## src/rtl/ir_samp_pkg.sv

```systemverilog
package ir_samp_pkg;

    typedef enum logic [1:0] {
        S_OFF   = 2'd0,
        S_WAIT  = 2'd1,
        S_MARK  = 2'd2,
        S_SPACE = 2'd3
    } enc_state_t;

    localparam int unsigned SAMPLE_DIV = 64;
    localparam int unsigned LEN_BITS   = 7;
    localparam int unsigned IDLE_UNIT_BITS = 7;

endpackage

```

## src/rtl/ir_samp_prescaler.sv

```systemverilog
module ir_samp_prescaler #(
    parameter int unsigned DIV = 64
) (
    input  logic clk,
    input  logic rst_n,
    input  logic en,
    output logic tick
);
    localparam int unsigned CW = (DIV > 1) ? $clog2(DIV) : 1;
    localparam logic [CW-1:0] LAST = CW'(DIV - 1);

    logic [CW-1:0] div_cnt;

    assign tick = en && (div_cnt == LAST);

    always_ff @(posedge clk or negedge rst_n) begin
        if (!rst_n) begin
            div_cnt <= '0;
        end else if (!en || tick) begin
            div_cnt <= '0;
        end else begin
            div_cnt <= div_cnt + 1'b1;
        end
    end
endmodule

```

## src/rtl/ir_samp_filter.sv

```systemverilog
module ir_samp_filter #(
    parameter int unsigned THR_W = 6
) (
    input  logic             clk,
    input  logic             rst_n,
    input  logic             en,
    input  logic             tick,
    input  logic             raw_lvl,
    input  logic [THR_W-1:0] thr,
    output logic             s_valid,
    output logic             s_lvl
);
    logic             held_lvl;
    logic [THR_W-1:0] odd_cnt;
    logic             nx_lvl;
    logic [THR_W-1:0] nx_cnt;

    always_comb begin
        nx_lvl = held_lvl;
        nx_cnt = '0;
        if (raw_lvl != held_lvl) begin
            if (odd_cnt >= thr) begin
                nx_lvl = raw_lvl;
            end else begin
                nx_cnt = odd_cnt + 1'b1;
            end
        end
    end

    always_ff @(posedge clk or negedge rst_n) begin
        if (!rst_n) begin
            held_lvl <= 1'b0;
            odd_cnt  <= '0;
            s_valid  <= 1'b0;
            s_lvl    <= 1'b0;
        end else if (!en) begin
            held_lvl <= 1'b0;
            odd_cnt  <= '0;
            s_valid  <= 1'b0;
            s_lvl    <= 1'b0;
        end else begin
            s_valid <= tick;
            if (tick) begin
                held_lvl <= nx_lvl;
                odd_cnt  <= nx_cnt;
                s_lvl    <= nx_lvl;
            end
        end
    end
endmodule

```

## src/rtl/ir_samp_encoder.sv

```systemverilog
module ir_samp_encoder
    import ir_samp_pkg::*;
#(
    parameter int unsigned LEN_W  = 7,
    parameter int unsigned IDLE_W = 8,
    parameter int unsigned UNIT_W = 7
) (
    input  logic              clk,
    input  logic              rst_n,
    input  logic              en,
    input  logic              s_valid,
    input  logic              s_lvl,
    input  logic [IDLE_W-1:0] idle_thr,
    output logic              code_valid,
    output logic [LEN_W:0]    code,
    output logic              pkt_end
);
    localparam int unsigned IDLE_CW = IDLE_W + UNIT_W + 1;
    localparam logic [LEN_W:0]   FULL_RUN = (LEN_W+1)'(1) << LEN_W;
    localparam logic [LEN_W-1:0] MAX_LEN  = {LEN_W{1'b1}};

    enc_state_t         state_q, state_d;
    logic [LEN_W-1:0]   run_q, run_d;
    logic [IDLE_CW-1:0] idle_q, idle_d;
    logic               emit_d, end_d;
    logic [LEN_W:0]     code_d;

    logic [LEN_W:0]     run_inc;
    logic [IDLE_CW-1:0] idle_inc;
    logic [IDLE_CW-1:0] idle_limit;
    logic [LEN_W-1:0]   run_less1;

    assign run_inc    = {1'b0, run_q} + 1'b1;
    assign idle_inc   = idle_q + 1'b1;
    assign idle_limit = IDLE_CW'({1'b0, idle_thr} + 1'b1) << UNIT_W;
    assign run_less1  = run_q - 1'b1;

    always_comb begin
        state_d = state_q;
        run_d   = run_q;
        idle_d  = idle_q;
        emit_d  = 1'b0;
        end_d   = 1'b0;
        code_d  = '0;
        if (!en) begin
            state_d = S_OFF;
            run_d   = '0;
            idle_d  = '0;
        end else begin
            unique case (state_q)
                S_OFF: begin
                    state_d = S_WAIT;
                end
                S_WAIT: begin
                    if (s_valid && s_lvl) begin
                        state_d = S_MARK;
                        run_d   = LEN_W'(1);
                        idle_d  = '0;
                    end
                end
                S_MARK: begin
                    if (s_valid) begin
                        if (s_lvl) begin
                            if (run_inc == FULL_RUN) begin
                                emit_d = 1'b1;
                                code_d = {1'b1, MAX_LEN};
                                run_d  = '0;
                            end else begin
                                run_d = run_inc[LEN_W-1:0];
                            end
                        end else begin
                            if (run_q != '0) begin
                                emit_d = 1'b1;
                                code_d = {1'b1, run_less1};
                            end
                            state_d = S_SPACE;
                            run_d   = LEN_W'(1);
                            idle_d  = IDLE_CW'(1);
                        end
                    end
                end
                S_SPACE: begin
                    if (s_valid) begin
                        if (s_lvl) begin
                            if (run_q != '0) begin
                                emit_d = 1'b1;
                                code_d = {1'b0, run_less1};
                            end
                            state_d = S_MARK;
                            run_d   = LEN_W'(1);
                            idle_d  = '0;
                        end else if (idle_inc == idle_limit) begin
                            emit_d  = 1'b1;
                            end_d   = 1'b1;
                            code_d  = {1'b0, MAX_LEN};
                            state_d = S_WAIT;
                            run_d   = '0;
                            idle_d  = '0;
                        end else if (run_inc == FULL_RUN) begin
                            emit_d = 1'b1;
                            code_d = {1'b0, MAX_LEN};
                            run_d  = '0;
                            idle_d = idle_inc;
                        end else begin
                            run_d  = run_inc[LEN_W-1:0];
                            idle_d = idle_inc;
                        end
                    end
                end
            endcase
        end
    end

    always_ff @(posedge clk or negedge rst_n) begin
        if (!rst_n) begin
            state_q <= S_OFF;
            run_q   <= '0;
            idle_q  <= '0;
        end else begin
            state_q <= state_d;
            run_q   <= run_d;
            idle_q  <= idle_d;
        end
    end

    always_ff @(posedge clk or negedge rst_n) begin
        if (!rst_n) begin
            code_valid <= 1'b0;
            code       <= '0;
            pkt_end    <= 1'b0;
        end else begin
            code_valid <= emit_d;
            pkt_end    <= end_d;
            if (emit_d) begin
                code <= code_d;
            end
        end
    end
endmodule

```

## src/rtl/ir_run_sampler.sv

```systemverilog
module ir_run_sampler
    import ir_samp_pkg::*;
#(
    parameter int unsigned DIV     = SAMPLE_DIV,
    parameter int unsigned LEN_W   = LEN_BITS,
    parameter int unsigned NOISE_W = 6,
    parameter int unsigned IDLE_W  = 8,
    parameter int unsigned UNIT_W  = IDLE_UNIT_BITS
) (
    input  logic               clk,
    input  logic               rst_n,
    input  logic               en,
    input  logic               invert,
    input  logic [NOISE_W-1:0] noise_thr,
    input  logic [IDLE_W-1:0]  idle_thr,
    input  logic               ir_in,
    output logic               code_valid,
    output logic [LEN_W:0]     code,
    output logic               pkt_end
);
    logic smp_tick;
    logic raw_lvl;
    logic flt_valid;
    logic flt_lvl;

    assign raw_lvl = ir_in ^ invert;

    ir_samp_prescaler #(.DIV(DIV)) u_div (
        .clk   (clk),
        .rst_n (rst_n),
        .en    (en),
        .tick  (smp_tick)
    );

    ir_samp_filter #(.THR_W(NOISE_W)) u_flt (
        .clk     (clk),
        .rst_n   (rst_n),
        .en      (en),
        .tick    (smp_tick),
        .raw_lvl (raw_lvl),
        .thr     (noise_thr),
        .s_valid (flt_valid),
        .s_lvl   (flt_lvl)
    );

    ir_samp_encoder #(
        .LEN_W  (LEN_W),
        .IDLE_W (IDLE_W),
        .UNIT_W (UNIT_W)
    ) u_enc (
        .clk        (clk),
        .rst_n      (rst_n),
        .en         (en),
        .s_valid    (flt_valid),
        .s_lvl      (flt_lvl),
        .idle_thr   (idle_thr),
        .code_valid (code_valid),
        .code       (code),
        .pkt_end    (pkt_end)
    );
endmodule

```

## config.mk

```make
export PLATFORM = sky130hd
export DESIGN_NAME = ir_run_sampler
export DESIGN_NICKNAME = d
export VERILOG_FILES = /design/src/rtl/ir_samp_pkg.sv /design/src/rtl/ir_samp_prescaler.sv /design/src/rtl/ir_samp_filter.sv /design/src/rtl/ir_samp_encoder.sv /design/src/rtl/ir_run_sampler.sv
export SDC_FILE = /design/constraint.sdc
export NUM_CORES = 1
export LEC_CHECK = 0
export BUFFER_PORTS_ARGS = -buffer_cell sky130_fd_sc_hd__clkbuf_2
export CAP_MARGIN = 20
export CORE_MARGIN = 1.5
export CORE_UTILIZATION = 45
export CTS_BUF_LIST = sky130_fd_sc_hd__clkbuf_2
export CTS_CLUSTER_DIAMETER = 200
export DETAILED_ROUTE_END_ITERATION = 8
export PLACE_DENSITY = 0.65
export SLEW_MARGIN = 30
export SYNTH_ARGS = -nofsm -noshare
export SYNTH_HDL_FRONTEND = slang
export SYNTH_SLANG_ARGS = --single-unit
```

## constraint.sdc

```tcl
create_clock -name clk -period 2.69 [get_ports clk]
set_clock_uncertainty 0.15 [all_clocks]
set_input_delay 0.4035 -clock clk [delete_from_list [all_inputs] [get_ports clk]]
set_output_delay 0.4035 -clock clk [all_outputs]
set_load 0.02 [all_outputs]
```

==> reports/qor.csv, run 1 <==
metric;value;unit
seq_area;0.00123;mm2
grt_max_degree;50;
yosys_warnings;0;
diodes;0;
mostFrequentLayoutCell;buf_4;
htreeDepth;2;
synth_flop_cell;dfrtp_1;
dieHeight;90.4;um
grt_pass1_vias;3132;
crit_chain;buf_4 > nand3_4 > buf_6 > xnor2_2 > nor3_2 > o211ai_1 > a2111oi_4 > buf_4 > a31o_4 > mux2_4;
ys_seq_area_frac;0.356;
fin_cells;580;
max_slew_margin;0.610;
worst_pin_slew;582;ps
dp_cells;565;
grt_antenna_before_repair;0;
tns;0;ps
hp-class;input pin to register;
cp_common_cell;buf_4;
finalHoldViolCount;0;
yosysUniqueCellTypes;57;
cts_tree;done;
cp_max_fo;5;
finalWirelength;8190;um
firstDrtPassIters;4;
place_hpwl;6090;um
drt_iter0_markers;164;
rsz0062_at_grt;true;
max_cap_viol_count;0;
core_region_area;0.00733;mm2
synth_edf_count;0;
critPathCaptureType;register;
start_kind;register;
num_vias;3152;
syn_inst;402;
grt_first_pass_wirelength;14100;um
netlist_area;0.00344;mm2
fin_crit;2680;ps
clockBufferDepth;2;
ir_drop;0.173;mV
status;finished, final reports clean;
dieArea;0.00818;mm2
avgViaCountPerCell;5.43;
cpMaxStageDelayCell;dfrtp_1;
cts_buffers;5;
ant_nets;0;
worst_skew_pair.late_latency;450;ps
ys_seq_elements;49;
path_class;register to register;
async_flop_share;1.00;
slew_violations;0;
place_ws;-68.9;ps
gr-total-overflow;0;
grt_use_total;0.207;
slowest_delay;450;ps
ios;29;
gp_congestion;0.863;
fmax;373;MHz
p_per_area;296;mW/mm2
rows;31;
start_util;0.469;
fin_nets;513;
finalSetupViolations;0;
io_buffer_count;28;
fillers;642;
worst_slack;6.05;ps
final_cell_mix;buf_4, dfrtp_1, nand2_1;
syn_nets;435;
syn_avg_cell_area;8.56;um2
multi_input_area;0.00225;mm2
worstPathArrival;2920;ps
drive_gt1_frac;0.283;
die_w;90.4;um
path_clk_slew;270;ps
min_period_over_period;0.998;
avgRoutedWirePerCell;14.1;um
p_leak;2.04;nW
clock-sinks;49;
cts_root_buf;clkbuf_2;
area_growth;26.6;%
cp_data_required_time;2930;ps
drc;0;
-- what timing repair did --
item | in CTS | in global routing
setup endpoints to repair | 18 | 31
hold buffers | 1 | 0
gates resized for setup | 0 | 36
pin swaps | 0 | 23
hold endpoints to repair | 49 | 0
buffers inserted | 0 | 6
-- metrics by stage --
step	power, mW	util	hold WS [ps]	area, um2
after CTS	1.31	0.564	114	4140
after global routing	1.35	0.594	105	4350
after detailed placement	0.892	0.554	272	4060
final	1.29	0.594	137	4350
after floorplan	0.830	-	-42.1	3480
after global placement	0.890	0.554	270	4060
-- routing by layer --
metal | routed length, um | up-vias | track usage
met2 | 3850 | 48 | 0.348
li1 | - | 1597 | -
met5 | 0 | - | 0
met3 | 233 | 10 | 0.0345
met1 | 3990 | 1497 | 0.277
met4 | 110 | 0 | 0.0542
-- sequential cells by signal, summed over array words and instances (netlist names) --
register          count
u_div.div_cnt         6
u_enc.code            8
u_enc.code_valid      1
u_enc.idle_q         16
u_enc.pkt_end         1
u_enc.run_q           7
u_enc.state_q         2
u_flt.odd_cnt         6
u_flt.s_lvl           1
u_flt.s_valid         1
-- area by class of cell --
type	instances	share of cell area
well taps	99	0.0285
inverters	17	0.0147
multi-input cells	321	0.517
clock inverters	3	0.00949
clock buffers	5	0.00575
flip-flops and latches	49	0.283
repair buffers	86	0.143
-- worst paths after layout --
kind / from / to / slack, ps / cells after the start
max in group asynchronous: rst_n / u_enc.idle_q[0] / 1830 / 3
min in group asynchronous: rst_n / u_enc.code[2] / 270 / 3
worst max-delay path: u_enc.idle_q[2] / u_enc.code[7] / 6 / 10
worst max register to register: u_enc.idle_q[2] / u_enc.code[7] / 6 / 10
worst min-delay path: en / u_enc.run_q[0] / 140 / 3
worst min register to register: u_div.div_cnt[0] / u_div.div_cnt[0] / 340 / 1
-- worst max-delay path: cells and delay by family (launching register included) --
family,cells,cell delay (ps)
xor+xnor,1,130
flops,1,450
compound gates,3,790
mux,1,300
simple gates,2,290
buf+inv,3,500
-- logic make-up (layout without fill, tap and decap cells) --
group                    count (synthesis)  count (layout)  synth area share
AO/OA/AOI/OAI                           99              99             0.199
flip-flops                              49              49             0.356
AND/OR/NAND/NOR                        163             163             0.234
adder cells (fa/ha/maj)                 14              14            0.0509
buffers and inverters                   32             111            0.0411
multiplexers                             9               9            0.0269
XOR/XNOR                                36              36            0.0917
-- cells in the mapped netlist, drive strengths merged (2+ instances only) --
cell type | n | area (um2)
o211ai | 4 | 30.0
o21a | 2 | 15.0
ha | 14 | 175
nand3 | 21 | 105
a21boi | 2 | 15.0
a211oi | 5 | 37.5
nor3b | 2 | 20.0
a211o | 3 | 26.3
nor3 | 13 | 87.6
mux2 | 2 | 22.5
and4 | 2 | 17.5
nand2b | 3 | 18.8
xnor2 | 23 | 201
a21o | 6 | 45.0
clkbuf | 11 | 41.3
a31oi | 2 | 12.5
a32o | 5 | 50.1
o21ai | 22 | 110
nor2b | 4 | 25.0
mux2i | 7 | 70.1
inv | 16 | 60.1
nand4 | 10 | 68.8
a41oi | 3 | 26.3
or2 | 3 | 18.8
a22o | 3 | 26.3
a21oi | 32 | 175
and2 | 2 | 12.5
nand2 | 44 | 165
a31o | 3 | 35.0
buf | 4 | 36.3
xor2 | 13 | 114
and3 | 10 | 62.6
nor2 | 44 | 165
dfrtp | 49 | 1230
-- report_power, final --
group / total, mW / switching, mW / internal [mW]
clock: 0.403 / 0.250 / 0.153
combinational: 0.137 / 0.0774 / 0.0593
sequential: 0.750 / 0.00565 / 0.744
total: 1.29 / 0.333 / 0.957
No activity file was read; power rests on OpenSTA's default activity.
==> run 2, diff against run 1 <==
- CORE_UTILIZATION: 45 -> 35
- PLACE_DENSITY: 0.65 -> unset
==> run 2 against run 1 <==
Compared with the run above:
- design area fell by 1.3%
- register-to-register slack about the same
- clock power decreased by 28%
- critical path depth did not move
- largest cell class unchanged
==> reports/qor.csv, run 2 (synthesized netlist as in run 1, its figures left out) <==
metric;value;unit
worst_slack;20.4;ps
grt_max_degree;33;
ios;29;
cp_max_fo;7;
drive_gt1_frac;0.275;
firstDrtPassIters;4;
fin_crit;2670;ps
max_cap_viol_count;0;
avgViaCountPerCell;5.22;
dieHeight;102;um
finalHoldViolCount;0;
max_slew_margin;0.562;
worst_pin_slew;655;ps
path_class;register to register;
status;finished, final reports clean;
critPathCaptureType;register;
num_vias;3163;
p_clk_frac;0.246;
grt_pass1_vias;2971;
ant_nets;0;
diodes;0;
cts_root_buf;clkbuf_2;
grt_use_total;0.163;
largest-register;u_enc.idle_q;
io_buffer_count;28;
gr-total-overflow;0;
worst_skew_pair.late_latency;420;ps
htreeDepth;2;
fin_nets;509;
rows;35;
drt_iter0_markers;169;
cts_buffers;5;
hp-class;input pin to register;
core_region_area;0.00937;mm2
finalWirelength;8170;um
slowest_delay;470;ps
clock-sinks;49;
pwr-share-comb;0.115;
power_switching;314;uW
avgRoutedWirePerCell;13.5;um
final_cell_mix;buf_4, nand2_1, dfrtp_1;
grt_antenna_before_repair;0;
largestRegisters;u_enc.idle_q x16, u_enc.code x8, u_enc.run_q x7;
dieArea;0.0104;mm2
grt_first_pass_wirelength;13700;um
place_hpwl;6110;um
switching_share;0.267;
gp_congestion;0.833;
min_period_over_period;0.992;
drc;0;
hold_ws;161;ps
final_area;0.00430;mm2
path_clk_slew;250;ps
p_leak;1.99;nW
ir_drop;0.122;mV
worstPathArrival;2850;ps
dpl_cell_area;0.00404;mm2
place_ws;-25.6;ps
p_per_area;273;mW/mm2
cp_data_required_time;2870;ps
finalSetupViolations;0;
intPower;861;uW
area_growth;24.9;%
start_kind;register;
die_w;102;um
crit_chain;ha_4 > nand3_4 > nor3_4 > nand4_1 > xnor2_1 > buf_4 > a2111oi_4 > buf_6 > a31o_4 > mux2_4;
largest_register_ffs;16;
clockBufferDepth;2;
cts_tree;done;
dp_cells;587;
rsz0062_at_grt;true;
start_util;0.367;
total_power;1.17;mW
mostFrequentLayoutCell;buf_4;
cpMaxStageDelayCell;dfrtp_2;
slew_violations;0;
fin_cells;606;
fmax;375;MHz
seq_power_share;0.638;
==> run 2: changes by cell type in the layout (fill, tap and decap cells not counted), sizes merged <==
cell / previous run / this run
clkinvlp: 1 / 0
bufinv: 1 / 0
clkinv: 2 / 4
buf: 57 / 53
==> run 2: power groups by stage <==
| stage | registers [mW] | clock network [mW] | logic (mW) |
|---|---|---|---|
| 4_1_cts | 0.750 | 0.313 | 0.133 |
| 5_1_grt | 0.751 | 0.333 | 0.152 |
| 3_5_place_dp | 0.762 | 0 | 0.131 |
| 6_report | 0.750 | 0.289 | 0.135 |
| 3_3_place_gp | 0.762 | 0 | 0.128 |
| 2_1_floorplan | 0.762 | 0 | 0.0687 |
==> run 2: path summary, 6_finish.rpt <==
path / slack (ps) / depth (start not counted) / to / from
setup / recovery: 20 / 10 / u_enc.code[7] / u_enc.idle_q[0]
hold / removal: 160 / 3 / u_enc.run_q[0] / en
setup reg to reg: 20 / 10 / u_enc.code[7] / u_enc.idle_q[0]
hold reg to reg: 330 / 1 / u_div.div_cnt[0] / u_div.div_cnt[0]
max in group asynchronous: 1560 / 3 / u_enc.idle_q[9] / rst_n
min in group asynchronous: 270 / 2 / u_enc.code_valid / rst_n
==> run 2: worst max-delay path: cells and delay by family, from the launching register on <==
family | cells | cell delay (ps)
XOR/XNOR | 1 | 150
AO/OA/AOI/OAI | 2 | 540
multiplexers | 1 | 310
flip-flops | 1 | 470
AND/OR/NAND/NOR | 3 | 470
adder cells (fa/ha/maj) | 1 | 160
buffers and inverters | 2 | 330
==> run 2: repair_timing <==
action	in CTS	in global routing
resized for setup	5	32
pin swaps	1	14
buffers inserted	2	7
hold endpoints to repair	17	0
endpoints found under the setup margin	15	33
gates cloned	0	1
hold buffers	1	0
==> run 2: layout make-up <==
class                           instances  area [um2]
Clock buffer                            5        25.0
Clock inverter                          3        12.5
Fill cell                             932        5070
Inverter                               17        63.8
Multi-Input combinational cell        321        2230
Sequential cell                        49        1230
Tap cell                              129         161
Timing Repair Buffer                   82         573
==> run 2: layer usage <==
metal | global-route usage | part of all wire | up-vias
met3 | 0.0226 | 0.029 | 7
met5 | 0 | 0 | -
li1 | - | - | 1577
met1 | 0.226 | 0.47 | 1532
met2 | 0.266 | 0.49 | 47
met4 | 0.0443 | 0.0092 | 0
==> run 2: stage by stage <==
step,setup TNS [ps],utilization
after floorplan,0,-
after global placement,0,0.431
after detailed placement,-68.9,0.431
after CTS,0,0.440
after global routing,-782,0.458
final,0,0.458
==> run 3, diff against run 2 <==
- CELL_PAD_IN_SITES_DETAIL_PLACEMENT: unset -> 2
- CELL_PAD_IN_SITES_GLOBAL_PLACEMENT: unset -> 2
- CTS_CLUSTER_SIZE: unset -> 12
- PLACE_DENSITY_LB_ADDON: unset -> 0.1
- clock period: 2.69 -> 2.5 ns (I/O delays scaled with it)
==> run 3 against run 2 <==
Compared with the run above:
- the flow now finishes with violations (negative setup slack)
- combinational power increased by 40%
- sequential share of layout area is 3.6 points lower
- clock power increased by 31%
- die area unchanged
- final cell count rose by 7.6%
- global-route usage up 11 points
- design area grew 14%
- register-to-register slack got worse by 470 ps
==> reports/qor.csv, run 3 (synthesized netlist as in run 1, its figures left out) <==
metric;value;unit
path_clk_slew;310;ps
cts_tree;done;
final_area;0.00490;mm2
cp_data_required_time;2720;ps
grt_first_pass_wirelength;21800;um
pwr-share-comb;0.137;
path_class;register to register;
avgRoutedWirePerCell;25.6;um
gp_congestion;0.822;
rsz0062_at_grt;true;
start_util;0.367;
critPathCaptureType;register;
worstPathArrival;3170;ps
clockBufferDepth;2;
crit_start;u_enc.idle_q[8];
rr_worst_depth;12;
worst_skew_pair.late_latency;490;ps
cp-endpoint;u_enc.idle_q[12];
diodes;0;
seq_power_share;0.588;
rows;35;
htreeDepth;2;
p_clk_frac;0.275;
largestRegisters;u_enc.idle_q x16, u_enc.code x8, u_enc.run_q x7;
drive_gt1_frac;0.394;
max_slew_margin;0.437;
fmax;339;MHz
largest-register;u_enc.idle_q;
ios;29;
hp-class;input pin to register;
mostFrequentLayoutCell;buf_4;
rrSetupSlack;-450;ps
largest_register_ffs;16;
grt_max_degree;30;
grt_use_total;0.275;
place_hpwl;9170;um
ir_drop;0.154;mV
avgViaCountPerCell;5.72;
p_per_area;282;mW/mm2
finalSetupViolations;34;
fin_nets;555;
cp_max_fo;8;
firstDrtPassIters;4;
num_vias;3731;
drc;0;
worst_pin_slew;844;ps
power_switching;437;uW
fin_crit;2950;ps
worst_slack;-448;ps
clock-sinks;49;
core_region_area;0.00937;mm2
cts_root_buf;clkbuf_2;
p_leak;2.29;nW
drt_iter0_markers;145;
min_period_over_period;1.18;
intPower;942;uW
final_cell_mix;buf_4, dfrtp_1, nand2_1;
max_cap_viol_count;0;
area_growth;42.4;%
fillers;1033;
rr_startpoint;u_enc.idle_q[8];
status;finished with violations;
start_kind;register;
r2r-end;u_enc.idle_q[12];
finalWirelength;16700;um
finalHoldViolCount;0;
hold_ws;188;ps
total_power;1.38;mW
dpl_cell_area;0.00429;mm2
fin_util;0.523;
io_buffer_count;28;
grt_pass1_vias;3997;
gr-total-overflow;0;
switching_share;0.317;
ant_nets;0;
grt_antenna_before_repair;0;
die_w;102;um
cts_buffers;5;
slew_violations;0;
dieHeight;102;um
violations;negative setup slack;
dieArea;0.0104;mm2
[run 3: through the flow]
stage	std cells	setup slack, ps	setup TNS [ps]
2_1_floorplan	402	-142	-1260
3_3_place_gp	620	-219	-3730
3_5_place_dp	620	-284	-6130
4_1_cts	641	-127	-1970
5_1_grt	652	-466	-11800
6_report	652	-448	-9720
[run 3: cell type report]
class | instances | area, um2 | share of cell area
tap | 129 | 161 | 0.0330
sequential | 49 | 1230 | 0.251
clock buffer | 5 | 25.0 | 0.00511
multi-input combinational | 321 | 2430 | 0.497
clock inverter | 3 | 17.5 | 0.00358
timing repair buffer | 128 | 967 | 0.197
inverter | 17 | 63.8 | 0.0130
[run 3: power groups by stage]
stage               clock (mW)  sequential, mW  combinational [mW]
floorplan                    0           0.819              0.0743
global placement             0           0.820               0.146
detailed placement           0           0.821               0.154
CTS                      0.380           0.809               0.164
global route             0.412           0.812               0.202
finish                   0.379           0.811               0.189
[run 3: critical path, stage by stage, from the launching register on]
cell and delay, ps:
dfrtp_1 550, buf_6 150, nand3_1 100, or2_4 290
xor2_1 160, nand4_1 200, a2111oi_4 450, buf_6 190
a21oi_4 100, buf_4 150, buf_6 120, a21oi_2 120
o21ai_1 90
[run 3: routing by layer]
metal	track usage	vias to the layer above	routed length (um)
li1	-	1677	-
met1	0.327	1907	6780
met2	0.509	102	8790
met3	0.0328	45	480
met4	0.0938	0	614
met5	0	-	0
[run 3: worst min path at each step]
stage	slack (ps)	cells past startpoint	start	end
floorplan	-70	0	rst_n	u_div.div_cnt[0]
global placement	300	1	u_div.div_cnt[0]	u_div.div_cnt[0]
detailed placement	330	1	u_div.div_cnt[0]	u_div.div_cnt[0]
CTS	130	2	en	u_enc.state_q[0]
global route	140	2	en	u_enc.state_q[0]
finish	190	2	en	u_enc.state_q[0]
[run 3: what timing repair did]
| item | CTS | global route |
|---|---|---|
| endpoints found under the hold margin | 26 | 0 |
| hold buffers | 1 | 0 |
| pin swaps | 16 | 21 |
| cloned | 1 | 0 |
| buffers inserted | 12 | 13 |
| endpoints found under the setup margin | 34 | 35 |
| resized for setup | 36 | 52 |
